`config.mk`:
```
export PLATFORM = sky130hd
export DESIGN_NAME = dht_lookup_unit
export DESIGN_NICKNAME = d
export VERILOG_FILES = /design/src/rtl/dht_pkg.sv /design/src/rtl/dht_mask_map.sv /design/src/rtl/dht_cand_gen.sv /design/src/rtl/dht_cand_stream.sv /design/src/rtl/dht_lookup_unit.sv
export SDC_FILE = /design/constraint.sdc
export NUM_CORES = 1
export LEC_CHECK = 0
export BUFFER_PORTS_ARGS = -buffer_cell sky130_fd_sc_hd__buf_4
export CAP_MARGIN = 10
export CORE_UTILIZATION = 30
export CTS_CLUSTER_SIZE = 12
export DETAILED_ROUTE_END_ITERATION = 8
export PLACE_DENSITY_LB_ADDON = 0.3
export SKIP_LAST_GASP = 1
export SYNTH_ARGS = -nofsm -noshare
export SYNTH_HDL_FRONTEND = slang
export SYNTH_HIERARCHICAL = 1
export SYNTH_SLANG_ARGS = --single-unit
```
`constraint.sdc`:
```
create_clock -name clk -period 4.7 [get_ports clk]
set_clock_uncertainty 0.15 [all_clocks]
set_input_delay 0.705 -clock clk [delete_from_list [all_inputs] [get_ports clk]]
set_output_delay 0.705 -clock clk [all_outputs]
set_load 0.1 [all_outputs]
```
`src/rtl/dht_pkg.sv`:
```
package dht_pkg;
  localparam int MAX_W = 16;

  // Mask with k bits enabled; bits open in the order: even positions
  // ascending, then odd positions ascending (4 bits: 0,2,1,3).
  function automatic logic [MAX_W-1:0] dim_mask(input int w, input int k);
    logic [MAX_W-1:0] m;
    int n;
    m = '0;
    n = 0;
    for (int p = 0; p < MAX_W; p += 2) begin
      if (p < w && n < k) begin
        m[p] = 1'b1;
        n++;
      end
    end
    for (int p = 1; p < MAX_W; p += 2) begin
      if (p < w && n < k) begin
        m[p] = 1'b1;
        n++;
      end
    end
    return m;
  endfunction
endpackage

```
`src/rtl/dht_mask_map.sv`:
```
module dht_mask_map #(
  parameter int TILE_W = 4,
  parameter int DIM_W  = $clog2(TILE_W + 1)
) (
  input  logic [TILE_W-1:0] hs,
  input  logic [TILE_W-1:0] core,
  input  logic [DIM_W-1:0]  dim_log2,
  output logic [TILE_W-1:0] tile
);
  import dht_pkg::*;

  logic [TILE_W-1:0] mask;

  always_comb begin
    int k;
    k = int'(dim_log2);
    if (k > TILE_W) k = TILE_W;
    mask = dim_mask(TILE_W, k)[TILE_W-1:0];
    tile = (hs & mask) | (core & ~mask);
  end
endmodule

```
`src/rtl/dht_cand_gen.sv`:
```
module dht_cand_gen #(
  parameter int TILE_W = 4,
  localparam int NUM_C = TILE_W + 1,
  localparam int DIM_W = $clog2(TILE_W + 1)
) (
  input  logic [TILE_W-1:0]            hs,
  input  logic [TILE_W-1:0]            core,
  output logic [NUM_C-1:0][TILE_W-1:0] cands,
  output logic [NUM_C-1:0]             keep
);
  // Slot 0 is the largest cluster, slot NUM_C-1 the single-tile cluster.
  for (genvar j = 0; j < NUM_C; j++) begin : g_slot
    localparam logic [DIM_W-1:0] DIM_CODE = DIM_W'(TILE_W - j);
    dht_mask_map #(.TILE_W(TILE_W), .DIM_W(DIM_W)) map_i (
      .hs(hs), .core(core), .dim_log2(DIM_CODE), .tile(cands[j])
    );
  end

  always_comb begin
    for (int j = 0; j < NUM_C; j++) begin
      keep[j] = 1'b1;
      for (int i = 0; i < j; i++)
        if (cands[i] == cands[j]) keep[j] = 1'b0;
    end
  end
endmodule

```
`src/rtl/dht_cand_stream.sv`:
```
module dht_cand_stream #(
  parameter int TILE_W = 4,
  localparam int NUM_C = TILE_W + 1,
  localparam int SEL_W = $clog2(NUM_C)
) (
  input  logic                         clk,
  input  logic                         rst_n,
  input  logic                         load,
  input  logic [NUM_C-1:0][TILE_W-1:0] cands,
  input  logic [NUM_C-1:0]             keep,
  output logic                         idle,
  output logic                         out_valid,
  input  logic                         out_ready,
  output logic [TILE_W-1:0]            out_tile,
  output logic                         out_last
);
  logic [NUM_C-1:0]             pend_q;
  logic [NUM_C-1:0][TILE_W-1:0] tiles_q;
  logic [SEL_W-1:0]             sel;

  assign idle      = (pend_q == '0);
  assign out_valid = !idle;

  always_comb begin
    logic found;
    sel   = '0;
    found = 1'b0;
    for (int j = 0; j < NUM_C; j++) begin
      if (pend_q[j] && !found) begin
        sel   = SEL_W'(j);
        found = 1'b1;
      end
    end
  end

  assign out_tile = tiles_q[sel];
  assign out_last = out_valid && ((pend_q & (pend_q - 1'b1)) == '0);

  always_ff @(posedge clk) begin
    if (!rst_n) begin
      pend_q  <= '0;
      tiles_q <= '0;
    end else if (load) begin
      pend_q  <= keep;
      tiles_q <= cands;
    end else if (out_valid && out_ready) begin
      pend_q[sel] <= 1'b0;
    end
  end

  AST_HOLD_STALL: assert property (@(posedge clk) disable iff (!rst_n)
    (out_valid && !out_ready) |=> (out_valid && $stable(out_tile) && $stable(out_last)));

  AST_END_AFTER_LAST: assert property (@(posedge clk) disable iff (!rst_n)
    (out_valid && out_ready && out_last && !load) |=> !out_valid);

  AST_NO_LOAD_BUSY: assert property (@(posedge clk) disable iff (!rst_n)
    load |-> !out_valid);
endmodule

```
`src/rtl/dht_lookup_unit.sv`:
```
module dht_lookup_unit #(
  parameter int TILE_W = 4,
  localparam int DIM_W = $clog2(TILE_W + 1),
  localparam int NUM_C = TILE_W + 1
) (
  input  logic              clk,
  input  logic              rst_n,
  input  logic [TILE_W-1:0] plc_hs,
  input  logic [TILE_W-1:0] plc_core,
  input  logic [DIM_W-1:0]  plc_dim_log2,
  output logic [TILE_W-1:0] dyn_home,
  output logic [TILE_W-1:0] static_home,
  input  logic              lkp_valid,
  output logic              lkp_ready,
  input  logic [TILE_W-1:0] lkp_hs,
  input  logic [TILE_W-1:0] lkp_core,
  output logic              cand_valid,
  input  logic              cand_ready,
  output logic [TILE_W-1:0] cand_tile,
  output logic              cand_last
);
  logic [NUM_C-1:0][TILE_W-1:0] cands;
  logic [NUM_C-1:0]             keep;
  logic                         idle;
  logic                         take;

  dht_mask_map #(.TILE_W(TILE_W), .DIM_W(DIM_W)) place_i (
    .hs(plc_hs), .core(plc_core), .dim_log2(plc_dim_log2), .tile(dyn_home)
  );

  assign static_home = plc_hs;

  dht_cand_gen #(.TILE_W(TILE_W)) gen_i (
    .hs(lkp_hs), .core(lkp_core), .cands(cands), .keep(keep)
  );

  assign lkp_ready = idle;
  assign take      = lkp_valid && lkp_ready;

  dht_cand_stream #(.TILE_W(TILE_W)) strm_i (
    .clk(clk), .rst_n(rst_n), .load(take), .cands(cands), .keep(keep),
    .idle(idle), .out_valid(cand_valid), .out_ready(cand_ready),
    .out_tile(cand_tile), .out_last(cand_last)
  );

  AST_FULL_DIM_STATIC: assert property (@(posedge clk) disable iff (!rst_n)
    (int'(plc_dim_log2) >= TILE_W) |-> (dyn_home == static_home));

  AST_UNIT_DIM_CORE: assert property (@(posedge clk) disable iff (!rst_n)
    (plc_dim_log2 == '0) |-> (dyn_home == plc_core));

  AST_FIRST_IS_HS: assert property (@(posedge clk) disable iff (!rst_n)
    take |=> (cand_valid && cand_tile == $past(lkp_hs)));

  AST_READY_XOR_VALID: assert property (@(posedge clk) disable iff (!rst_n)
    lkp_ready != cand_valid);
endmodule

```
# ---- Yosys cells after proc, flatten, opt, wreduce, memory -nomap -nowiden
# Cells that the tools add are included.
dict set report totals {
  input_bits 23
  output_inout_bits 15
  ff_bits 25
  word_cells 84
}
dict set report op_classes {
  n_reduce_logical 16
  n_mux 32
  n_addsub 3
  order_cmp 7
  n_bitwise 10
  eq_ne 10
}
# op n
set ops {}
lappend ops {{$lt A32 B32 Y1} 2}
lappend ops {{$mux W32} 2}
lappend ops {{$eq A4 B4 Y1} 10}
lappend ops {{$add A32 B2 Y32 const B} 1}
lappend ops {{$lt A2 B32 Y1} 1}
lappend ops {{$mux W1} 21}
lappend ops {{$bmux W4 S3} 1}
lappend ops {{$and A5 B5 Y5} 2}
lappend ops {{$logic_not A5 Y1} 2}
lappend ops {{$mux W5} 2}
lappend ops {{$and A4 B4 Y4} 2}
lappend ops {{$logic_and A1 B1 Y1} 8}
lappend ops {{$or A3 B4 Y4} 2}
lappend ops {{$mux W3} 2}
lappend ops {{$logic_not A1 Y1} 5}
lappend ops {{$not A5 Y5} 1}
lappend ops {{$sub A5 B1 Y5 const B} 1}
lappend ops {{$lt A3 B4 Y1 const B} 1}
lappend ops {{$mux W2} 2}
lappend ops {{$mux W4} 1}
lappend ops {{$not A4 Y4} 1}
lappend ops {{$or A1 B4 Y4} 1}
lappend ops {{$or A4 B4 Y4} 1}
lappend ops {{$demux W1 S3} 1}
lappend ops {{other kinds (5)} 5}

# ---- Longest topological paths before layout
dict set report depth {
  ltp_word 21
  ltp_mapped 11
}

# ---- Hierarchy
# The synthesis kept the hierarchy.
# module n_inst seq_area_each_um2 cells_per_inst area_per_inst_um2
set modules_own_cells {}
lappend modules_own_cells {dht_cand_stream 1 500.5 138 1272.5}
lappend modules_own_cells {dht_mask_map 6 0.0 7 75.1}
lappend modules_own_cells {dht_cand_gen 1 0.0 55 441.7}
lappend modules_own_cells {dht_lookup_unit 1 0.0 5 36.3}

# ---- Least setup slack after synthesis
# OpenSTA, ideal clock, no wires.
dict set report synth_timing {
  path_kind {reg-to-output}
  startpoint {register strm_i.pend_q[3]}
  endpoint {output port cand_tile[1]}
  t_arrival_ns 3.084
  setup_slack_ns 0.761
  path_stages_with_launch 5
  cell_sequence {dfxtp_1 > buf_2 > and2b_1 > a22oi_1 > o311ai_1}
}
dict set report synth_between {
  elab_chain_cells 7
}
# element line_no
set synth_lines {}
lappend synth_lines {{from (decl)} dht_cand_stream.sv:17} ;# logic [NUM_C-1:0] pend_q;
lappend synth_lines {{from (signal assigned)} dht_cand_stream.sv:44} ;# pend_q <= keep;
lappend synth_lines {{$logic_and A1 B1 Y1 *} dht_cand_stream.sv:29} ;# if (pend_q[j] && !found) begin
lappend synth_lines {{$mux W1} dht_cand_stream.sv:29}
lappend synth_lines {{$logic_not A1 Y1} dht_cand_stream.sv:29}
lappend synth_lines {{$logic_and A1 B1 Y1} dht_cand_stream.sv:29}
lappend synth_lines {{$mux W3 *} dht_cand_stream.sv:29}
lappend synth_lines {{$bmux W4 S3 *} dht_cand_stream.sv:36} ;# assign out_tile = tiles_q[sel];
lappend synth_lines {{$mux W4 (implied by the code) *} dht_cand_stream.sv:36}
lappend synth_lines {{to (decl)} dht_lookup_unit.sv:19} ;# output logic [TILE_W-1:0] cand_tile,
# Every way passes the cells marked *; elsewhere a longest branch is shown, timed or not. The select of a mux whose other input is x is not followed.

# ---- Worst setup path in the final report
dict set report layout_timing {
  startpoint {register strm_i.pend_q[1]}
  endpoint {output port cand_tile[3]}
}
dict set report layout_between {
  elab_chain_cells 13
}
# element line_no
set layout_lines {}
lappend layout_lines {{$logic_and A1 B1 Y1 *} dht_cand_stream.sv:29}
lappend layout_lines {{$mux W1} dht_cand_stream.sv:29}
lappend layout_lines {{$logic_not A1 Y1} dht_cand_stream.sv:29}
lappend layout_lines {{$logic_and A1 B1 Y1} dht_cand_stream.sv:29}
lappend layout_lines {{$mux W1} dht_cand_stream.sv:29}
lappend layout_lines {{$logic_not A1 Y1} dht_cand_stream.sv:29}
lappend layout_lines {{$logic_and A1 B1 Y1} dht_cand_stream.sv:29}
lappend layout_lines {{$mux W1} dht_cand_stream.sv:29}
lappend layout_lines {{$logic_not A1 Y1} dht_cand_stream.sv:29}
lappend layout_lines {{$logic_and A1 B1 Y1} dht_cand_stream.sv:29}
lappend layout_lines {{$mux W3 *} dht_cand_stream.sv:29}
lappend layout_lines {{$bmux W4 S3 *} dht_cand_stream.sv:36}
lappend layout_lines {{$mux W4 (implied by the code) *} dht_cand_stream.sv:36}
# Marks and branches as above.

==> flow_metrics.tcl <==
set metrics [dict create \
    cts_tree "built" \
    leakagePower_uw 0.00116 \
    first_pass_iters 4 \
    hold-path-endpoint "strm_i/tiles_q[6]" \
    cts_max_path_buffers 2 \
    worstPathArrival_ns 1.96 \
    final_cells 406 \
    yosysWarnings 6 \
    port_buffers 37 \
    met2_usage 0.205 \
    diodes 0 \
    synth_edf_count 0 \
    io_pins 38 \
    critPathLaunchType "register" \
    routed_wl_um 4890 \
    reg2reg_slack_ns 1.95 \
    clock_latency_ns 0.27 \
    die_x_um 87.7 \
    area_growth_pct 23.7 \
    holdWs_ns 0.380 \
    crit_required_ns 3.85 \
    r2r_end "strm_i/tiles_q[18]" \
    grt-ovfl-total 0 \
    cts_resized 0 \
    start_util 0.317 \
    worst_pin_slew_ns 0.788 \
    critical-path-slowest-cell "dfxtp_1" \
    path_clk_slew_ns 0.09 \
    synth_cells 240 \
    detail-route-antenna-nets 0 \
    fmax_mhz 356 \
    rr_worst_depth 8 \
    peakVddDrop_mv 0.138 \
    grt_pass1_vias 1598 \
    critPathKind "register to primary output" \
    slew_headroom 0.475 \
    crit_path_max_incr_delay_ns 0.43 \
    grtUsageMet3 0.0160 \
    avgSynthCellArea_um2 9.17 \
    drt-initial-drc-count 84 \
    hpwl_um 3780 \
    ys_ff_latch 25 \
    nFillCells 728 \
    async_flop_share 0 \
    status "finished clean" \
    fin_crit_sh 0.598 \
    r2r-start "strm_i/pend_q[1]" \
    rsz0062_at_grt "no" \
    synth.distinct_cells 42 \
    drcViolationCount 0 \
    core_area_um2 6940 \
    synth_top_area_frac 0.227 \
    htree_levels 1 \
    die_area_um2 7680 \
    drive_above_1_share 0.242 \
    period_needed_ns 2.81 \
    grt_busiest_layer "met2" \
    hold_buffers 0 \
    nets 334 \
    cellPowerDensity_nw_per_um2 409 \
    crit_chain "or2_4 -> nor4b_4 -> a221oi_1 -> o31ai_1 -> buf_4" \
    final_max_slew_viol_count 0 \
    wl_per_cell_um 12.0 \
    synth_ff_type "dfxtp_1" \
    cap_violations 0 \
    hold_start "strm_i/tiles_q[6]" \
    setup_violations 0 \
    cts-root-buf "clkbuf_8" \
    setup.worst_path.end_class "primary output" \
    gp_congestion 0.838 \
    hold_path_depth 2 \
    final_core_util 0.392 \
    hp-class "register to register" \
    path_max_fanout 13 \
    final_hold_viol_count 0 \
    synthTopCellsByArea "dfxtp_1 23%, xor2_1 13%, mux2_4 12%" \
    met1_usage 0.187 \
    syn_area_um2 2200 \
    yosysTopAreaCell "dfxtp_1" \
    viasPerCell 4.39 \
    grt_max_degree 27 \
    grt_pass1_wl_um 7800 \
    cts_buffers 3 \
    tns_ns 0 \
    yosysSeqAreaShare 0.227 \
    post_cts_buffers 0 \
    dp_cells 402 \
    grt_util_all_layers 0.130 \
    antenna_found_initial 0 \
    vias 1784 \
    rows 30 \
    chipHeight_um 87.7 \
    clkSinkCount 25 \
]
==> how the worst max path moves through the flow <==
| stage | start | end | slack [ns] | cells past startpoint |
|---|---|---|---|---|
| after CTS | strm_i/pend_q[1] | cand_tile[3] | 1.86 | 5 |
| after global placement | strm_i/pend_q[1] | strm_i/tiles_q[13] | 2.04 | 8 |
| after floorplan | strm_i/pend_q[3] | cand_tile[1] | 0.76 | 4 |
| final | strm_i/pend_q[1] | cand_tile[3] | 1.89 | 5 |
| after global routing | strm_i/pend_q[1] | strm_i/pend_q[2] | 1.71 | 9 |
| after detailed placement | strm_i/pend_q[1] | strm_i/tiles_q[14] | 1.94 | 8 |
==> cell usage in the layout (no fill, tap or decap), drive strengths merged, types with 2 or more instances in the layout <==
master / synthesis / routed
a21oi: 10 / 10
a221oi: 2 / 2
a22oi: 4 / 4
and2: 2 / 2
buf: 12 / 38
clkbuf: 4 / 4
conb: 2 / 46
dfxtp: 25 / 25
inv: 4 / 4
mux2: 24 / 24
mux2i: 20 / 20
nand2: 8 / 8
nand3: 2 / 2
nor2: 9 / 9
nor2b: 26 / 26
nor3: 10 / 10
nor4: 9 / 9
o21ai: 8 / 8
o31ai: 2 / 2
or2: 2 / 2
xnor2: 8 / 8
xor2: 33 / 33
==> cell usage after synthesis (all sizes together) (4+ instances only) <==
| cell | n |
|---|---|
| mux2i | 20 |
| xor2 | 33 |
| inv | 4 |
| mux2 | 24 |
| dfxtp | 25 |
| nor3 | 10 |
| buf | 12 |
| a21oi | 10 |
| nor2 | 9 |
| clkbuf | 4 |
| a22oi | 4 |
| o21ai | 8 |
| nor2b | 26 |
| nor4 | 9 |
| nand2 | 8 |
| xnor2 | 8 |
==> flip-flops by register name, summed over array words and instances, names as in the netlist <==
register / flops
strm_i/tiles_q: 20
strm_i/pend_q: 5
==> kinds of logic (layout without fill, tap and decap cells) <==
kind of cell | count (synthesis) | after routing | share of synthesized area
simple gates | 74 | 74 | 0.210
flops | 25 | 25 | 0.227
xor+xnor | 41 | 41 | 0.163
mux | 44 | 44 | 0.244
buf+inv | 20 | 46 | 0.0495
compound gates | 34 | 34 | 0.102
other cells | 2 | 46 | 0.00341
==> power breakdown <==
part	internal (µW)	leakage, µW	switching, µW
sequential	252	0.000205	49.4
combinational	218	0.000932	464
clock	60.7	0.0000228	68.5
==> layer usage <==
metal  wire length, µm  vias up
met4                45        0
li1                  -      934
met5                 0        -
met2              2060       44
met3               244        4
met1              2530      802
==> stage by stage <==
stage / total power (µW) / instance area (µm²) / setup WS (ns)
6_report: 1110 / 2720 / 1.89
5_1_grt: 1180 / 2720 / 1.71
4_1_cts: 1120 / 2720 / 1.86
3_5_place_dp: 989 / 2680 / 1.94
3_3_place_gp: 984 / 2680 / 2.04
2_1_floorplan: 862 / 2370 / 0.761
==> area by class of cell <==
class / count / area [µm²] / share of cell area
clock buffer: 4 / 45.0 / 0.0165
inverter: 4 / 15.0 / 0.00551
timing repair buffer: 38 / 285 / 0.105
tap: 96 / 120 / 0.0441
sequential: 25 / 500 / 0.184
multi-input combinational: 239 / 1760 / 0.645
==> worst max-delay path: cells and delay by family (launching register included) <==
kind	cells	cell delay [ns]
flip-flops	1	0.43
AND/OR/NAND/NOR	2	0.65
buffers and inverters	1	0.35
AO/OA/AOI/OAI	2	0.25
(Power assumes the default switching activity.)
